**src/rtl/scan_pkg.sv**
```systemverilog
package scan_pkg;
    typedef enum logic [1:0] {
        S_IDLE  = 2'd0,
        S_LOAD  = 2'd1,
        S_GAP   = 2'd2,
        S_SHIFT = 2'd3
    } scan_st_e;
endpackage

```
**src/rtl/scan_interval_timer.sv**
```systemverilog
module scan_interval_timer #(
    parameter int INTERVAL = 5_000_000
) (
    input  logic clk,
    input  logic rst_n,
    input  logic restart,
    output logic tick
);
    localparam int CW = (INTERVAL > 2) ? $clog2(INTERVAL) : 1;
    localparam logic [CW-1:0] TICK_AT = CW'(INTERVAL - 1);

    logic [CW-1:0] cnt_d, cnt_q;

    assign tick = (cnt_q == TICK_AT);

    always_comb begin
        cnt_d = cnt_q;
        if (restart)
            cnt_d = '0;
        else if (!tick)
            cnt_d = cnt_q + CW'(1);
    end

    always_ff @(posedge clk or negedge rst_n) begin
        if (!rst_n) cnt_q <= '0;
        else        cnt_q <= cnt_d;
    end
endmodule

```
**src/rtl/scan_sequencer.sv**
```systemverilog
module scan_sequencer
    import scan_pkg::*;
#(
    parameter int TOT = 16,
    parameter int DIV = 16
) (
    input  logic           clk,
    input  logic           rst_n,
    input  logic           trig,
    input  logic           miso,
    output logic           launch,
    output logic           load_n,
    output logic           sclk,
    output logic [TOT-1:0] word,
    output logic           fin
);
    localparam int HALF = DIV / 2;
    localparam int HW   = $clog2(DIV);
    localparam int BW   = $clog2(TOT);
    localparam logic [HW-1:0] LD_END   = HW'(DIV - 1);
    localparam logic [HW-1:0] HALF_END = HW'(HALF - 1);
    localparam logic [BW-1:0] BIT_END  = BW'(TOT - 1);

    typedef struct packed {
        scan_st_e       st;
        logic [HW-1:0]  hc;
        logic [BW-1:0]  bc;
        logic           sclk;
        logic           load_n;
        logic [TOT-1:0] sh;
        logic           fin;
    } seq_t;

    seq_t d, q;

    assign launch = (q.st == S_IDLE) && trig;
    assign load_n = q.load_n;
    assign sclk   = q.sclk;
    assign word   = q.sh;
    assign fin    = q.fin;

    always_comb begin
        d     = q;
        d.fin = 1'b0;
        case (q.st)
            S_IDLE: begin
                if (trig) begin
                    d.st     = S_LOAD;
                    d.load_n = 1'b0;
                    d.hc     = '0;
                end
            end
            S_LOAD: begin
                if (q.hc == LD_END) begin
                    d.st     = S_GAP;
                    d.load_n = 1'b1;
                    d.hc     = '0;
                end else begin
                    d.hc = q.hc + HW'(1);
                end
            end
            S_GAP: begin
                if (q.hc == HALF_END) begin
                    d.st   = S_SHIFT;
                    d.sclk = 1'b1;
                    d.sh   = {q.sh[TOT-2:0], miso};
                    d.hc   = '0;
                    d.bc   = '0;
                end else begin
                    d.hc = q.hc + HW'(1);
                end
            end
            S_SHIFT: begin
                if (q.hc != HALF_END) begin
                    d.hc = q.hc + HW'(1);
                end else begin
                    d.hc = '0;
                    if (q.sclk) begin
                        d.sclk = 1'b0;
                        if (q.bc == BIT_END) begin
                            d.st  = S_IDLE;
                            d.fin = 1'b1;
                        end else begin
                            d.bc = q.bc + BW'(1);
                        end
                    end else begin
                        d.sclk = 1'b1;
                        d.sh   = {q.sh[TOT-2:0], miso};
                    end
                end
            end
            default: d.st = S_IDLE;
        endcase
    end

    always_ff @(posedge clk or negedge rst_n) begin
        if (!rst_n) begin
            q        <= '0;
            q.st     <= S_IDLE;
            q.load_n <= 1'b1;
        end else begin
            q <= d;
        end
    end
endmodule

```
**src/rtl/scan_byte_router.sv**
```systemverilog
module scan_byte_router #(
    parameter int N_DEV  = 2,
    parameter int BYTE_W = 8
) (
    input  logic                    clk,
    input  logic                    rst_n,
    input  logic                    fin,
    input  logic [N_DEV*BYTE_W-1:0] word,
    output logic [N_DEV*BYTE_W-1:0] dout,
    output logic                    done
);
    localparam int TOT = N_DEV * BYTE_W;

    typedef struct packed {
        logic [TOT-1:0] dout;
        logic           done;
    } rt_t;

    rt_t d, q;
    logic [TOT-1:0] mapped;

    for (genvar k = 0; k < N_DEV; k++) begin : g_port
        assign mapped[k*BYTE_W +: BYTE_W] = word[TOT-1-k*BYTE_W -: BYTE_W];
    end

    always_comb begin
        d.done = fin;
        d.dout = fin ? mapped : q.dout;
    end

    always_ff @(posedge clk or negedge rst_n) begin
        if (!rst_n) q <= '0;
        else        q <= d;
    end

    assign dout = q.dout;
    assign done = q.done;
endmodule

```
**src/rtl/din_chain_scanner.sv**
```systemverilog
module din_chain_scanner #(
    parameter int N_DEV    = 2,
    parameter int BYTE_W   = 8,
    parameter int DIV      = 16,
    parameter int INTERVAL = 5_000_000
) (
    input  logic                    clk,
    input  logic                    rst_n,
    input  logic                    start,
    input  logic                    miso,
    output logic                    load_n,
    output logic                    sclk,
    output logic                    mosi,
    output logic [N_DEV*BYTE_W-1:0] dout,
    output logic                    done
);
    localparam int TOT = N_DEV * BYTE_W;

    logic           tick, launch, fin;
    logic [TOT-1:0] word;

    scan_interval_timer #(.INTERVAL(INTERVAL)) u_timer (
        .clk     (clk),
        .rst_n   (rst_n),
        .restart (launch),
        .tick    (tick)
    );

    scan_sequencer #(.TOT(TOT), .DIV(DIV)) u_seq (
        .clk    (clk),
        .rst_n  (rst_n),
        .trig   (start | tick),
        .miso   (miso),
        .launch (launch),
        .load_n (load_n),
        .sclk   (sclk),
        .word   (word),
        .fin    (fin)
    );

    scan_byte_router #(.N_DEV(N_DEV), .BYTE_W(BYTE_W)) u_route (
        .clk   (clk),
        .rst_n (rst_n),
        .fin   (fin),
        .word  (word),
        .dout  (dout),
        .done  (done)
    );

    assign mosi = 1'b0;
endmodule

```
**config.mk**
```make
export PLATFORM = sky130hd
export DESIGN_NAME = din_chain_scanner
export DESIGN_NICKNAME = d
export VERILOG_FILES = /design/src/rtl/scan_pkg.sv /design/src/rtl/scan_interval_timer.sv /design/src/rtl/scan_sequencer.sv /design/src/rtl/scan_byte_router.sv /design/src/rtl/din_chain_scanner.sv
export SDC_FILE = /design/constraint.sdc
export NUM_CORES = 1
export LEC_CHECK = 0
export CAP_MARGIN = 10
export CELL_PAD_IN_SITES_DETAIL_PLACEMENT = 1
export CELL_PAD_IN_SITES_GLOBAL_PLACEMENT = 1
export CORE_MARGIN = 5
export CORE_UTILIZATION = 50
export DETAILED_ROUTE_END_ITERATION = 8
export PLACE_DENSITY_LB_ADDON = 0.1
export SKIP_LAST_GASP = 1
export SLEW_MARGIN = 0
export SYNTH_ARGS = -nofsm -noshare
export SYNTH_HDL_FRONTEND = slang
export SYNTH_SLANG_ARGS = --single-unit
```
**constraint.sdc**
```tcl
create_clock -name clk -period 4.3 [get_ports clk]
set_input_delay 0.86 -clock clk [delete_from_list [all_inputs] [get_ports clk]]
set_output_delay 0.86 -clock clk [all_outputs]
set_load 0.02 [all_outputs]
```
==> qor.csv <==
stage;metric;value;unit
sta;Final Hold Fails;0;
synth;Post-Syn Area;3150;um^2
cells_and_area;nets;311;
clocking;Root Buffer;clkbuf_8;
routing;DR vias;2183;
flow_run;maxcap violations;0;
cells_and_area;fill count;656;
placed_design;hpwl dp;4540;um
setup_path;CP Data Arrival Time;2.79;ns
placed_design;placed cells;366;
placed_design;routability cong.;0.770;
synth;Synth top area share;0.539;
setup_path;crit-path max cell delay;0.72;ns
setup_path;Crit Path Class;register to register;
floorplan;Site Rows;29;
clocking;CTS Buffer Depth;2;
synth;Syn Inst Count;273;
clocking;clock-pin slew on the worst setup and hold paths;0.08;ns
sta;RSZ-0062 raised after global routing;false;
setup_path;CP max-delay cell;or4b_2;
sta;Final TNS setup;0;ns
power;power per standard cell area;452;nW/um^2
synth;most common cell in the netlist;dfrtp_1;
synth;cell taking the most area after synthesis;dfrtp_1;
synth;Synth Register Bits;69;
sta;Slew Viols, Final;0;
cells_and_area;Layout area overhead;16.2;%
clocking;CTS buffer count;9;
synth;Synth cell types;47;
routing;post-route ant nets;0;
cells_and_area;Multi-input gate area;1370;um^2
min_path;Hold Path Origin;u_route.dout[4];
floorplan;Die Ht;89.4;um
setup_path;Worst R2R End;u_timer.cnt_q[17];
routing;drc violations;0;
synth;Ys Warns;0;
routing;Post-Route WL;6390;um
setup_path;Worst Path Buf+Inv;0;
cells_and_area;final core occ;0.587;
sta;Worst Clk Skew;0.00681;ns
clocking;post-CTS setup buffer count;0;
sta;post-route minimum period;2.60;ns
routing;routed length per placed instance;16.7;um
routing;drt first pass iters;5;
sta;Rel. slew slack;0.339;
global_route;first-pass GRT wire length;11100;um
cells_and_area;share of cells above drive strength 1;0.187;
synth;Synth area leaders;dfrtp_1 54%, mux2_2 12%, xor2_1 3.6%;
setup_path;r2r startpoint;u_timer.cnt_q[20];
global_route;grt ovf;0;
cells_and_area;fin cells;382;
synth;sequential element share of the synthesized area;0.548;
setup_path;CP endpoint kind;register;
global_route;largest net degree at the start of global routing;47;
placed_design;input/output buffers;22;
synth;share of flip-flops with an asynchronous set or reset;1.00;
synth;Synth Area per Inst;11.6;um^2
sta;worst-margin pin slew;0.992;ns
clocking;cts repair resizes;0;
power;Lkg Pwr;1.72;nW
clocking;CTS sink cnt;69;
setup_path;Worst R2R Setup Slack;1.70;ns
synth;post-synthesis net count;284;
outcome;status;complete, no violations;
sta;final period utilization;0.604;
setup_path;CP delay by family, top;simple AND/OR/NAND/NOR gates;
clocking;CTS hold repair buffers;0;
global_route;gr usage total;0.183;
synth;number of synthesized flops with an enable pin;0;
global_route;vias in the first global route;2288;
floorplan;I/O pin cnt;24;
min_path;Hold WC Path Type;register to register;
setup_path;CP Cell Sequence;or4b_2 -> or3_1 -> o21ai_1 -> and2_1 -> nor2_1;
setup_path;Max Fanout on Critical Path;17;
clocking;worst-skew pair later-pin latency;0.33;ns
cells_and_area;Antenna Cells;0;
routing;Initial DRC Count;63;
setup_path;critical path required time;4.49;ns
sta;Fmax;0.385;GHz
floorplan;Die Area;8000;um^2
clocking;CTS tree;yes;
routing;routed vias/inst;5.71;
global_route;initial antenna violation count;0;
setup_path;Critical Path Source Type;register;
sta;final setup vio count;0;
setup_path;worst reg2reg path depth;5;
synth;Main synth FF type;dfrtp_1;
min_path;hold endpoint;u_route.dout[4];
clocking;H-tree Lvls;3;
power;peak supply drop;0.000315;V
floorplan;Core Footprint;6240;um^2
cells_and_area;Storage cell area;1730;um^2
min_path;depth of the worst hold-timing path;1;
floorplan;Initial Util;0.505;
synth;Post-synth top cells;68 x dfrtp_1, 34 x mux2_2, 29 x nor2_1, 17 x nand2_1, 14 x nand3_1;
floorplan;Die X;89.4;um
## flip-flops by register name, summed over array words and instances (netlist names)
name and cells:
u_seq.word 16, u_route.done 1, u_route.dout 16, u_timer.cnt_q 23
u_seq.fin 1, u_seq.sclk 1, u_seq.q 10, u_seq.load_n 1
## report_power, final
group          internal [W]  switching [W]  leakage (nW)  total [W]
combinational      0.000129       0.000179         0.668   0.000309
clock              0.000329       0.000245         0.110   0.000574
sequential         0.000708      0.0000675         0.944   0.000775
## metal layers
| layer | up-vias | share of wire | GRT usage |
|---|---|---|---|
| li1 | 1037 | - | - |
| met1 | 1103 | 0.44 | 0.233 |
| met2 | 36 | 0.51 | 0.309 |
| met3 | 7 | 0.035 | 0.0276 |
| met4 | 0 | 0.013 | 0.0812 |
| met5 | - | 0 | 0 |
## cells in the final DEF, fill, tap and decap left out, drive strengths merged, types with 2 or more instances in the layout
cell | netlist | routed
a311oi | 2 | 2
clkinv | 0 | 3
and2 | 3 | 3
nor2 | 29 | 29
nand2 | 17 | 17
clkdlybuf4s50 | 0 | 21
o21ai | 13 | 13
nand4 | 9 | 9
or4 | 3 | 3
xnor2 | 4 | 4
a211oi | 3 | 3
nor3 | 4 | 4
a22o | 2 | 2
and3 | 6 | 6
xor2 | 13 | 13
bufinv | 0 | 2
mux2 | 34 | 34
or4b | 2 | 2
nor4bb | 2 | 2
dfrtp | 68 | 68
mux2i | 2 | 2
nand3b | 2 | 2
or3 | 2 | 2
a21o | 2 | 2
clkbuf | 4 | 9
nand3 | 14 | 14
buf | 4 | 3
ha | 7 | 7
a21oi | 2 | 2
nor4 | 2 | 2
inv | 4 | 5
## stage by stage
stage	area, um^2	power (W)	setup WS (ns)	hold WS (ns)
after CTS	3660	0.00169	1.66	0.519
after detailed placement	3440	0.00110	1.69	0.500
after global placement	3440	0.00108	1.74	0.489
after floorplan	3150	0.00101	1.97	0.352
after global routing	3660	0.00178	1.51	0.535
final	3660	0.00166	1.70	0.514
## cells by family after synthesis
group,after synthesis,synth area share
adder cells (fa/ha/maj),7,0.0278
AND/OR/NAND/NOR,99,0.164
multiplexers,36,0.128
XOR/XNOR,17,0.0472
AO/OA/AOI/OAI,32,0.0674
other,1,0.00119
flip-flops,69,0.548
buffers and inverters,12,0.0170
## area by class of cell
class	count	area share
clock buffer	9	0.0338
inverter	4	0.00410
sequential	69	0.471
clock inverter	7	0.0270
tap	77	0.0263
timing repair buffer	24	0.0628
multi-input combinational	192	0.375
## worst max-delay path by stage
stage / cells past startpoint / startpoint / endpoint
2_1_floorplan: 5 / u_timer.cnt_q[20] / u_seq.q[28]
4_1_cts: 5 / u_timer.cnt_q[20] / u_timer.cnt_q[17]
3_5_place_dp: 5 / u_timer.cnt_q[20] / u_timer.cnt_q[16]
6_report: 5 / u_timer.cnt_q[20] / u_timer.cnt_q[17]
5_1_grt: 5 / u_timer.cnt_q[20] / u_timer.cnt_q[17]
3_3_place_gp: 5 / u_timer.cnt_q[20] / u_timer.cnt_q[8]
No activity file was read; power rests on OpenSTA's default activity.
